## config.mk

```make
export PLATFORM = sky130hd
export DESIGN_NAME = kstream4_gen
export DESIGN_NICKNAME = d
export VERILOG_FILES = /design/src/rtl/kgen_pkg.sv /design/src/rtl/kgen_lfsr.sv /design/src/rtl/kgen_gate.sv /design/src/rtl/kgen_combine.sv /design/src/rtl/kstream4_gen.sv
export SDC_FILE = /design/constraint.sdc
export NUM_CORES = 1
export LEC_CHECK = 0
export ABC_AREA = 1
export BUFFER_PORTS_ARGS = -buffer_cell sky130_fd_sc_hd__buf_2
export CORE_MARGIN = 2
export CORE_UTILIZATION = 40
export DETAILED_ROUTE_END_ITERATION = 10
export SLEW_MARGIN = 20
export SYNTH_ARGS = -nofsm -noshare
export SYNTH_HDL_FRONTEND = slang
export SYNTH_SLANG_ARGS = --single-unit
```

## constraint.sdc

```tcl
create_clock -name clk -period 2 [get_ports clk]
set_input_delay 0.3 -clock clk [delete_from_list [all_inputs] [get_ports clk]]
set_output_delay 0.3 -clock clk [all_outputs]
set_load 0.02 [all_outputs]
```

## src/rtl/kgen_pkg.sv

```systemverilog
package kgen_pkg;

  localparam int KEY_BITS   = 64;
  localparam int FRAME_BITS = 22;
  localparam int MIX_STEPS  = 100;
  localparam int HALF_BITS  = 114;

  localparam int A_W = 19;
  localparam int B_W = 22;
  localparam int C_W = 23;
  localparam int D_W = 17;

  localparam logic [A_W-1:0] A_TAPS = 19'h72000;
  localparam logic [B_W-1:0] B_TAPS = 22'h300000;
  localparam logic [C_W-1:0] C_TAPS = 23'h700080;
  localparam logic [D_W-1:0] D_TAPS = 17'h10800;

  localparam int A_FORCE = 15;
  localparam int B_FORCE = 16;
  localparam int C_FORCE = 18;
  localparam int D_FORCE = 10;

  // pick index 0 is the top bit, 1..3 feed a majority term
  localparam logic [31:0] A_PICK = {8'd12, 8'd14, 8'd15, 8'd18};
  localparam logic [3:0]  A_INV  = 4'b0100;
  localparam logic [31:0] B_PICK = {8'd9, 8'd13, 8'd16, 8'd21};
  localparam logic [3:0]  B_INV  = 4'b0010;
  localparam logic [31:0] C_PICK = {8'd13, 8'd16, 8'd18, 8'd22};
  localparam logic [3:0]  C_INV  = 4'b1000;
  // control gates for registers a, b, c at picks 0, 1, 2
  localparam logic [23:0] D_PICK = {8'd7, 8'd3, 8'd10};
  localparam logic [2:0]  D_INV  = 3'b000;

  typedef enum logic [2:0] {
    PH_IDLE,
    PH_KEY,
    PH_FRAME,
    PH_MIX,
    PH_PRIME,
    PH_OUT,
    PH_DONE
  } phase_t;

  function automatic logic maj3(input logic x, input logic y, input logic z);
    return (x & y) | (x & z) | (y & z);
  endfunction

endpackage

```

## src/rtl/kgen_lfsr.sv

```systemverilog
module kgen_lfsr #(
  parameter int             W         = 19,
  parameter logic [W-1:0]   TAPS      = '1,
  parameter int             FORCE_POS = 0,
  parameter int             NPICK     = 4,
  parameter logic [8*NPICK-1:0] PICK_POS = '0,
  parameter logic [NPICK-1:0]   PICK_INV = '0,
  parameter bit             PICK_NEXT = 1'b1
) (
  input  logic             clk,
  input  logic             rst,
  input  logic             clear_i,
  input  logic             step_i,
  input  logic             force_i,
  input  logic             inject_i,
  input  logic             in_bit_i,
  output logic [NPICK-1:0] pick_o
);

  logic [W-1:0] q;
  logic [W-1:0] shifted;
  logic [W-1:0] q_next;
  logic [W-1:0] src;

  always_comb begin
    shifted = {q[W-2:0], ^(q & TAPS)};
    if (force_i) shifted[FORCE_POS] = 1'b1;
    shifted[0] = shifted[0] ^ (inject_i & in_bit_i);
    q_next = step_i ? shifted : q;
  end

  always_ff @(posedge clk) begin
    if (rst || clear_i) q <= '0;
    else                q <= q_next;
  end

  generate
    if (PICK_NEXT) begin : g_src_next
      assign src = q_next;
    end else begin : g_src_now
      assign src = q;
    end
    for (genvar k = 0; k < NPICK; k++) begin : g_pick
      localparam int POS = int'(PICK_POS[8*k +: 8]);
      assign pick_o[k] = src[POS] ^ PICK_INV[k];
    end
  endgenerate

  // a register that is not stepped keeps its contents
  p_hold_unstepped_r4: assert property (@(posedge clk) disable iff (rst)
    (!step_i && !clear_i) |=> $stable(q));

  // a start clears the register
  p_clear_zero_r3: assert property (@(posedge clk) disable iff (rst)
    clear_i |=> (q == '0));

endmodule

```

## src/rtl/kgen_gate.sv

```systemverilog
module kgen_gate #(
  parameter int N = 3
) (
  input  logic         clk,
  input  logic         rst,
  input  logic [N-1:0] gate_i,
  input  logic         active_i,
  input  logic         free_i,
  output logic [N-1:0] step_o
);
  import kgen_pkg::*;

  logic vote;
  assign vote = maj3(gate_i[0], gate_i[1], gate_i[2]);

  generate
    for (genvar k = 0; k < N; k++) begin : g_step
      assign step_o[k] = active_i & (free_i | (gate_i[k] == vote));
    end
  endgenerate

  // under majority control at least two data registers move
  p_two_of_three_r4: assert property (@(posedge clk) disable iff (rst)
    (active_i && !free_i) |-> ($countones(step_o) >= 2));

  // nothing moves outside an active phase
  p_idle_no_step_r4: assert property (@(posedge clk) disable iff (rst)
    !active_i |-> (step_o == '0));

endmodule

```

## src/rtl/kgen_combine.sv

```systemverilog
module kgen_combine (
  input  logic [3:0] pa_i,
  input  logic [3:0] pb_i,
  input  logic [3:0] pc_i,
  output logic       raw_o
);
  import kgen_pkg::*;

  assign raw_o = pa_i[0] ^ pb_i[0] ^ pc_i[0]
               ^ maj3(pa_i[1], pa_i[2], pa_i[3])
               ^ maj3(pb_i[1], pb_i[2], pb_i[3])
               ^ maj3(pc_i[1], pc_i[2], pc_i[3]);

endmodule

```

## src/rtl/kstream4_gen.sv

```systemverilog
module kstream4_gen #(
  parameter int KEY_W     = kgen_pkg::KEY_BITS,
  parameter int FRAME_W   = kgen_pkg::FRAME_BITS,
  parameter int MIX_N     = kgen_pkg::MIX_STEPS,
  parameter int HALF_N    = kgen_pkg::HALF_BITS
) (
  input  logic               clk,
  input  logic               rst,
  input  logic               start_i,
  input  logic [KEY_W-1:0]   key_i,
  input  logic [FRAME_W-1:0] frame_i,
  output logic               busy_o,
  output logic               ks_bit_o,
  output logic               ks_valid_o,
  output logic               ks_dir_o,
  output logic               done_o
);
  import kgen_pkg::*;

  localparam int STREAM_N = 2 * HALF_N;
  localparam int MAX_A    = (KEY_W > MIX_N) ? KEY_W : MIX_N;
  localparam int MAX_C    = (MAX_A > STREAM_N) ? MAX_A : STREAM_N;
  localparam int CNT_W    = $clog2(MAX_C) + 1;
  localparam int KIDX_W   = $clog2(KEY_W);
  localparam int FIDX_W   = $clog2(FRAME_W);

  phase_t             phase;
  logic [CNT_W-1:0]   cnt;
  logic [KEY_W-1:0]   key_q;
  logic [FRAME_W-1:0] frame_q;
  logic               delay_q;

  logic       clear, load_ph, ctrl_ph, active, force_last, in_bit;
  logic [2:0] gates, data_step;
  logic [3:0] pa, pb, pc;
  logic       raw;

  assign clear      = (phase == PH_IDLE) && start_i;
  assign load_ph    = (phase == PH_KEY) || (phase == PH_FRAME);
  assign ctrl_ph    = (phase == PH_MIX) || (phase == PH_OUT);
  assign active     = load_ph || ctrl_ph;
  assign force_last = (phase == PH_FRAME) && (cnt == CNT_W'(FRAME_W - 1));
  assign in_bit     = (phase == PH_KEY) ? key_q[cnt[KIDX_W-1:0]]
                                        : frame_q[cnt[FIDX_W-1:0]];
  assign busy_o     = (phase != PH_IDLE);

  kgen_gate #(.N(3)) u_gate (
    .clk(clk), .rst(rst), .gate_i(gates), .active_i(active),
    .free_i(load_ph), .step_o(data_step)
  );

  kgen_lfsr #(.W(D_W), .TAPS(D_TAPS), .FORCE_POS(D_FORCE), .NPICK(3),
              .PICK_POS(D_PICK), .PICK_INV(D_INV), .PICK_NEXT(1'b0)) u_ctl (
    .clk(clk), .rst(rst), .clear_i(clear), .step_i(active),
    .force_i(force_last), .inject_i(load_ph), .in_bit_i(in_bit), .pick_o(gates)
  );

  kgen_lfsr #(.W(A_W), .TAPS(A_TAPS), .FORCE_POS(A_FORCE), .NPICK(4),
              .PICK_POS(A_PICK), .PICK_INV(A_INV), .PICK_NEXT(1'b1)) u_ra (
    .clk(clk), .rst(rst), .clear_i(clear), .step_i(data_step[0]),
    .force_i(force_last), .inject_i(load_ph), .in_bit_i(in_bit), .pick_o(pa)
  );

  kgen_lfsr #(.W(B_W), .TAPS(B_TAPS), .FORCE_POS(B_FORCE), .NPICK(4),
              .PICK_POS(B_PICK), .PICK_INV(B_INV), .PICK_NEXT(1'b1)) u_rb (
    .clk(clk), .rst(rst), .clear_i(clear), .step_i(data_step[1]),
    .force_i(force_last), .inject_i(load_ph), .in_bit_i(in_bit), .pick_o(pb)
  );

  kgen_lfsr #(.W(C_W), .TAPS(C_TAPS), .FORCE_POS(C_FORCE), .NPICK(4),
              .PICK_POS(C_PICK), .PICK_INV(C_INV), .PICK_NEXT(1'b1)) u_rc (
    .clk(clk), .rst(rst), .clear_i(clear), .step_i(data_step[2]),
    .force_i(force_last), .inject_i(load_ph), .in_bit_i(in_bit), .pick_o(pc)
  );

  // raw value of the state after this cycle's step (no step during PRIME)
  kgen_combine u_comb (.pa_i(pa), .pb_i(pb), .pc_i(pc), .raw_o(raw));

  always_ff @(posedge clk) begin
    if (rst) begin
      phase      <= PH_IDLE;
      cnt        <= '0;
      key_q      <= '0;
      frame_q    <= '0;
      delay_q    <= 1'b0;
      ks_bit_o   <= 1'b0;
      ks_valid_o <= 1'b0;
      ks_dir_o   <= 1'b0;
      done_o     <= 1'b0;
    end else begin
      ks_valid_o <= 1'b0;
      done_o     <= 1'b0;
      unique case (phase)
        PH_IDLE: if (start_i) begin
          key_q    <= key_i;
          frame_q  <= frame_i;
          delay_q  <= 1'b0;
          ks_bit_o <= 1'b0;
          ks_dir_o <= 1'b0;
          cnt      <= '0;
          phase    <= PH_KEY;
        end
        PH_KEY: begin
          cnt <= (cnt == CNT_W'(KEY_W - 1)) ? '0 : cnt + 1'b1;
          if (cnt == CNT_W'(KEY_W - 1)) phase <= PH_FRAME;
        end
        PH_FRAME: begin
          cnt <= force_last ? '0 : cnt + 1'b1;
          if (force_last) phase <= PH_MIX;
        end
        PH_MIX: begin
          cnt <= (cnt == CNT_W'(MIX_N - 1)) ? '0 : cnt + 1'b1;
          if (cnt == CNT_W'(MIX_N - 1)) phase <= PH_PRIME;
        end
        PH_PRIME: begin
          delay_q <= raw;
          cnt     <= '0;
          phase   <= PH_OUT;
        end
        PH_OUT: begin
          ks_bit_o   <= delay_q;
          ks_valid_o <= 1'b1;
          ks_dir_o   <= (cnt >= CNT_W'(HALF_N));
          delay_q    <= raw;
          cnt        <= cnt + 1'b1;
          if (cnt == CNT_W'(STREAM_N - 1)) phase <= PH_DONE;
        end
        PH_DONE: begin
          done_o <= 1'b1;
          phase  <= PH_IDLE;
        end
        default: phase <= PH_IDLE;
      endcase
    end
  end

  // latched inputs do not change during a run
  p_inputs_held_r2: assert property (@(posedge clk) disable iff (rst)
    (phase != PH_IDLE) |=> $stable(key_q) && $stable(frame_q));

  // valid bits only come from the output phase
  p_valid_from_output_r8: assert property (@(posedge clk) disable iff (rst)
    ks_valid_o |-> ($past(phase) == PH_OUT));

  // done is a single-cycle pulse
  p_done_pulse_r10: assert property (@(posedge clk) disable iff (rst)
    done_o |=> !done_o);

  // done directly follows the last bit of the second direction
  p_done_after_last_r10: assert property (@(posedge clk) disable iff (rst)
    done_o |-> $past(ks_valid_o && ks_dir_o));

  // direction never falls back while bits are streaming
  p_dir_monotone_r9: assert property (@(posedge clk) disable iff (rst)
    (ks_valid_o && ks_dir_o) |=> (!ks_valid_o || ks_dir_o));

endmodule

```

==> results_dict.tcl, run 1 <==
set metrics [dict create \
    hp-class "primary input to flop" \
    busiest_layer "met2" \
    maxSlewHeadroom_pct 56.1 \
    netlist.area_leader.share_pct 45.6 \
    vdd_drop_max_uv 733 \
    postRouteWirelength_mm 19.6 \
    startpoint "cnt[1]" \
    cts_buffer_depth 2 \
    hold_violations 0 \
    synth_top_family_by_area "compound AO/OA/AOI/OAI gates" \
    drive_gt1_share_pct 22.6 \
    syn_inst 1138 \
    routed_via_density 4.84 \
    die_h_um 146 \
    cp_max_fo 8 \
    pwr_density_cell_mw_per_mm2 1530 \
    start_util_pct 40.3 \
    dieArea_mm2 0.0214 \
    nets 1357 \
    r2r_start "cnt[1]" \
    reg2reg_to "u_rc.q[0]" \
    ant_nets 0 \
    grt.total_usage_pct 18.3 \
    synth_top_area_cell "dfxtp_1" \
    grt_first_pass_wirelength_mm 32.3 \
    cp.required_ns 2.34 \
    tritoncts "built" \
    worstMarginPinSlew_ns 0.659 \
    whs_path_depth 3 \
    synth.ff_latch_count 184 \
    grt_max_degree 174 \
    min_period_ns 1.86 \
    grtUsageMet1_pct 25.4 \
    cts_sinks 184 \
    synth_xor_area_share_pct 1.08 \
    synth_mux_area_share_pct 0 \
    hold_buffers 0 \
    synth_fp_nets 1229 \
    ys_top_cells_by_area "dfxtp_1, o21ai_0, a21oi_1" \
    row_count 52 \
    antenna_found_initial 0 \
    final_cell_mix "dfxtp_1, nand2_1, a21oi_1" \
    grt_pass1_vias 6802 \
    setup_viol 0 \
    gr-total-overflow 0 \
    synth_area_mm2 0.00808 \
    yosysWarningCount 0 \
    fin_crit_sh_pct 93.2 \
    crit_end "u_rc.q[0]" \
    critPathCaptureType "flop" \
    htreeDepth 4 \
    drt_iter0_drc 425 \
    finalSetupTns_ns 0 \
    setup.worst_path.start_class "flop" \
    rsz0062_at_grt "true" \
    io_buffers 93 \
    cts_buffers 17 \
    core_mm2 0.0200 \
    report.final.slew_viol_count 0 \
    avgSynthCellArea_um2 7.10 \
    dpl.hpwl_mm 13.5 \
    area_delta_synth_final_pct 25.9 \
    cap_violations 0 \
    drt-wirelength-per-cell_um 12.7 \
    final_common_cell "dfxtp_1" \
    synth-compound-area-share_pct 23.6 \
    clk-insertion-delay-late_ns 0.44 \
    crit_arrival_ns 2.20 \
    dr.pass1.iters 5 \
    status "finished, final reports clean" \
    synthAdderAreaFrac_pct 0.310 \
    fmax_mhz 536 \
    die_w_um 146 \
    grt_use_met2_pct 28.7 \
    gr-usage-met3_pct 4.19 \
    fin_worst_skew_ns 0.00901 \
    rr_worst_depth 15 \
    place_ws_ns -0.0266 \
    drc 0 \
    yosysSeqAreaShare_pct 45.6 \
    worst-setup-path-type "flop to flop" \
    rrSetupSlack_ns 0.14 \
    via_count 7499 \
    layout_setup_ws_ns 0.135 \
    synth_cell_types 38 \
    gp_congestion 0.835 \
    synth-simple-area-share_pct 18.2 \
    antennaDiodeCount 0 \
    path_clk_slew_ns 0.08 \
    p_leak_uw 0.00432 \
    root_buffer "clkbuf_16" \
    boundaryPins 94 \
]
power by group:
group / internal [µW] / switching, µW
clock network: 1800 / 1650
registers: 4810 / 562
logic: 2620 / 4150
flip-flops by register name, indices dropped and copies added, names as in the netlist:
| signal | flops |
|---|---|
| cnt | 9 |
| phase | 3 |
| ks_valid_o | 1 |
| u_ctl.q | 17 |
| u_rc.q | 23 |
| u_ra.q | 19 |
| done_o | 1 |
| frame_q | 22 |
| u_rb.q | 22 |
| key_q | 64 |
| ks_dir_o | 1 |
| ks_bit_o | 1 |
| delay_q | 1 |
worst min path at each step:
stage	to	slack [ns]	from
6_report	key_q[28]	0.13	key_i[28]
5_1_grt	key_q[60]	0.13	key_i[60]
4_1_cts	key_q[28]	0.12	key_i[28]
3_5_place_dp	frame_q[6]	0.43	frame_q[6]
3_3_place_gp	key_q[60]	0.43	key_q[60]
2_1_floorplan	frame_q[0]	0.42	frame_q[0]
metrics by stage:
| step | total power (µW) | util [%] | hold WS [ns] | area [µm²] | std cells |
|---|---|---|---|---|---|
| final | 15600 | 50.8 | 0.134 | 10200 | 1549 |
| after global routing | 16900 | 50.8 | 0.133 | 10200 | 1549 |
| after CTS | 15200 | 49.1 | 0.116 | 9840 | 1541 |
| after detailed placement | 11700 | 46.0 | 0.433 | 9210 | 1509 |
| after global placement | 11600 | 46.0 | 0.430 | 9210 | 1509 |
| after floorplan | 9910 | - | 0.420 | 8080 | 1138 |
metal layers:
| layer | wire length, µm | share of wire, % |
|---|---|---|
| met3 | 817 | 4.2 |
| met5 | 0 | 0 |
| met1 | 9740 | 50 |
| met2 | 8770 | 45 |
| met4 | 281 | 1.4 |
logic make-up (layout without fill, tap and decap cells):
kind of cell / Yosys count / count (layout)
simple gates: 354 / 354
xor+xnor: 10 / 10
fa+ha+maj: 2 / 2
flops: 184 / 184
compound gates: 363 / 364
buf+inv: 225 / 365
cell type report:
cell class	instances	area, µm²
fillers	2045	9860
repair buffers	174	1180
clock inverters	15	186
inverters	159	602
multi-input cells	730	3730
well taps	270	338
flip-flops and latches	184	3720
clock buffers	17	425
critical path, stage by stage, from the launching register on:
cell,delay [ns]
dfxtp_4,0.36
buf_4,0.15
buf_4,0.16
a21oi_1,0.10
o21ai_0,0.12
a21oi_1,0.17
o21ai_1,0.11
nand3_2,0.10
nand2_1,0.06
nand2_2,0.07
buf_12,0.12
nand2_1,0.05
nand2_1,0.05
nand3_1,0.06
nand2_1,0.06
inv_1,0.03
synth_stat cells:
cell,number
clkbuf_1,44
buf_6,4
nand4_1,7
inv_1,150
a211oi_1,4
buf_2,11
nand3b_1,2
a311oi_1,1
nand3_2,2
ha_1,2
a32o_1,1
nand3_1,37
buf_4,4
a221oi_1,2
buf_1,2
o21ai_0,173
inv_2,7
nor2_1,100
inv_4,1
clkbuf_2,1
nand2_1,186
a21oi_1,165
o2111ai_1,1
dfxtp_1,184
o21ai_1,3
nor2_4,1
o211ai_1,10
xnor2_1,5
o21ai_4,2
nand2_2,3
nor2_2,4
nand2_4,3
nor4_1,1
xor2_1,5
or2_2,2
a21oi_4,1
clkinv_1,1
nor3_1,6
repair_timing:
item                                    in CTS  in global routing
gates cloned                                 0                  1
endpoints found under the setup margin      12                 30
pin swaps                                    0                 22
setup buffers                                0                  7
resized for setup                            6                 92
Note: power is estimated with default switching activity, not from simulation.
==> inputs of run 2 (changes only) <==
--- a/config.mk
+++ b/config.mk
@@ -7,8 +7,9 @@
 export LEC_CHECK = 0
 export ABC_AREA = 1
 export BUFFER_PORTS_ARGS = -buffer_cell sky130_fd_sc_hd__buf_2
-export CORE_MARGIN = 2
+export CORE_MARGIN = 10
 export CORE_UTILIZATION = 40
+export CTS_BUF_LIST = sky130_fd_sc_hd__clkbuf_8
 export DETAILED_ROUTE_END_ITERATION = 10
 export SLEW_MARGIN = 20
 export SYNTH_ARGS = -nofsm -noshare
==> run 2 against run 1 <==
  * Largest power group unchanged
  * Hold slack lost 0.019 ns
  * Setup slack lost 0.035 ns
  * Global-route usage shrank 3.2 points
  * Die area grew 23%
  * Largest cell class is now sequential cells
  * Critical endpoint unchanged
  * Sequential share of layout area grew 1.0 points
==> results_dict.tcl, run 2 (synthesized netlist as in run 1, its figures left out) <==
set metrics [dict create \
    grt.total_usage_pct 15.1 \
    worst-setup-path-type "flop to flop" \
    gp_congestion 0.823 \
    antennaDiodeCount 0 \
    dpl.hpwl_mm 14.0 \
    via_count 7367 \
    largest_register_ff_count 64 \
    rsz0062_at_grt "true" \
    report.final.slew_viol_count 0 \
    layout_setup_ws_ns 0.101 \
    drive_gt1_share_pct 21.1 \
    cp_max_fo 8 \
    area_delta_synth_final_pct 22.0 \
    drt-wirelength-per-cell_um 13.1 \
    finalInstanceArea_mm2 0.00987 \
    drt-met1-wl_mm 10.1 \
    routed_via_density 4.81 \
    tritoncts "built" \
    row_count 51 \
    place_ws_ns -0.0407 \
    die_w_um 162 \
    final_cell_mix "nand2_1, dfxtp_1, o21ai_0" \
    setup.worst_path.start_class "flop" \
    status "finished, final reports clean" \
    dr.pass1.iters 5 \
    setup_viol 0 \
    maxSlewHeadroom_pct 71.4 \
    cts_buffers 17 \
    clk-insertion-delay-late_ns 0.45 \
    critPathCaptureType "flop" \
    grt_pass1_vias 6970 \
    boundaryPins 94 \
    cts_buffer_depth 2 \
    crit_arrival_ns 2.26 \
    fin_worst_skew_ns 0.00967 \
    final_core_util_pct 50.2 \
    dr_wl_met3_um 901 \
    holdWs_ns 0.115 \
    hold_violations 0 \
    htreeDepth 4 \
    cp.required_ns 2.36 \
    final_common_cell "nand2_1" \
    drt_iter0_drc 393 \
    postRouteWirelength_mm 20.0 \
    antenna_found_initial 0 \
    path_clk_slew_ns 0.09 \
    ant_nets 0 \
    regMostFlops "key_q" \
    nets 1348 \
    fmax_mhz 526 \
    dr.max_layer_used "met4" \
    met2_length_mm 8.64 \
    dpl_cell_area_mm2 0.00917 \
    die_h_um 162 \
    core_mm2 0.0197 \
    hp-class "primary input to flop" \
    io_buffers 93 \
    worstMarginPinSlew_ns 0.430 \
    gr-total-overflow 0 \
    fin_crit_sh_pct 95.0 \
    drc 0 \
    cts_sinks 184 \
    grt_first_pass_wirelength_mm 33.3 \
    pwr_density_cell_mw_per_mm2 1500 \
    min_period_ns 1.90 \
    vdd_drop_max_uv 590 \
    dieArea_mm2 0.0263 \
    p_leak_uw 0.00415 \
    start_util_pct 41.1 \
    grt_max_degree 96 \
    root_buffer "clkbuf_8" \
    cap_violations 0 \
    reg_top3 "key_q (64), u_rc.q (23)" \
]
==> run 2: cell count changes in the layout (fill, tap and decap cells not counted), moves of 6 or more <==
cell       before  now
buf_4          66   56
nand2_2        19    8
nand2_1       167  179
clkbuf_16      17    0
dfxtp_4         9    3
clkbuf_8        0   19
dfxtp_2         0    6
==> run 2: worst paths after layout <==
kind / slack (ns) / startpoint / endpoint / cells after the start
worst min register to register: 0.44 / key_q[50] / key_q[50] / 2
worst max-delay path: 0.10 / cnt[0] / u_rc.q[0] / 16
worst min-delay path: 0.12 / key_i[27] / key_q[27] / 3
worst max register to register: 0.10 / cnt[0] / u_rc.q[0] / 16
==> run 2: timing repair <==
action | 4_1_cts | 5_1_grt
pin swaps | 0 | 18
setup buffers | 0 | 6
endpoints found under the setup margin | 2 | 30
gates resized for setup | 4 | 79
hold buffers | 0 | 0
cloned | 0 | 1
==> run 2: per-stage QoR <==
stage / TNS, ns / std cells / total power (µW)
2_1_floorplan: 0 / 1138 / 9910
3_3_place_gp: -0.0258 / 1497 / 11700
3_5_place_dp: -0.0516 / 1497 / 11800
4_1_cts: 0 / 1527 / 14500
5_1_grt: -0.283 / 1533 / 16100
6_report: 0 / 1533 / 14800
==> run 2: power breakdown <==
part           switching [µW]  internal, µW  total, µW  leakage, µW
combinational            4220          2640       6860      0.00244
sequential                523          4800       5320      0.00151
clock                    1310          1290       2610     0.000202
total                    6060          8730      14800      0.00415
==> run 2: per-layer routing <==
metal | GRT usage, % | up-vias
li1 | - | 3921
met1 | 20.7 | 3290
met2 | 22.8 | 130
met3 | 4.07 | 26
met4 | 4.30 | 0
met5 | 0 | -
==> run 2: layout make-up <==
class,instances,area [µm²]
fill,2004,9790
sequential,184,3700
multi-input combinational,730,3690
timing repair buffer,165,1130
inverter,159,604
tap,265,332
clock buffer,19,262
clock inverter,11,148
==> run 2: worst max-delay path, stage by stage, from the launching register on <==
cell     delay, ns
dfxtp_4       0.39
buf_6         0.12
inv_4         0.05
buf_6         0.12
a21oi_2       0.13
o21ai_1       0.08
nand2_1       0.08
nand2_1       0.06
nand4_1       0.10
nand3_2       0.09
a21oi_4       0.19
buf_12        0.14
nand2_1       0.05
nand2_1       0.07
nand3_2       0.06
nand2_1       0.05
inv_1         0.03
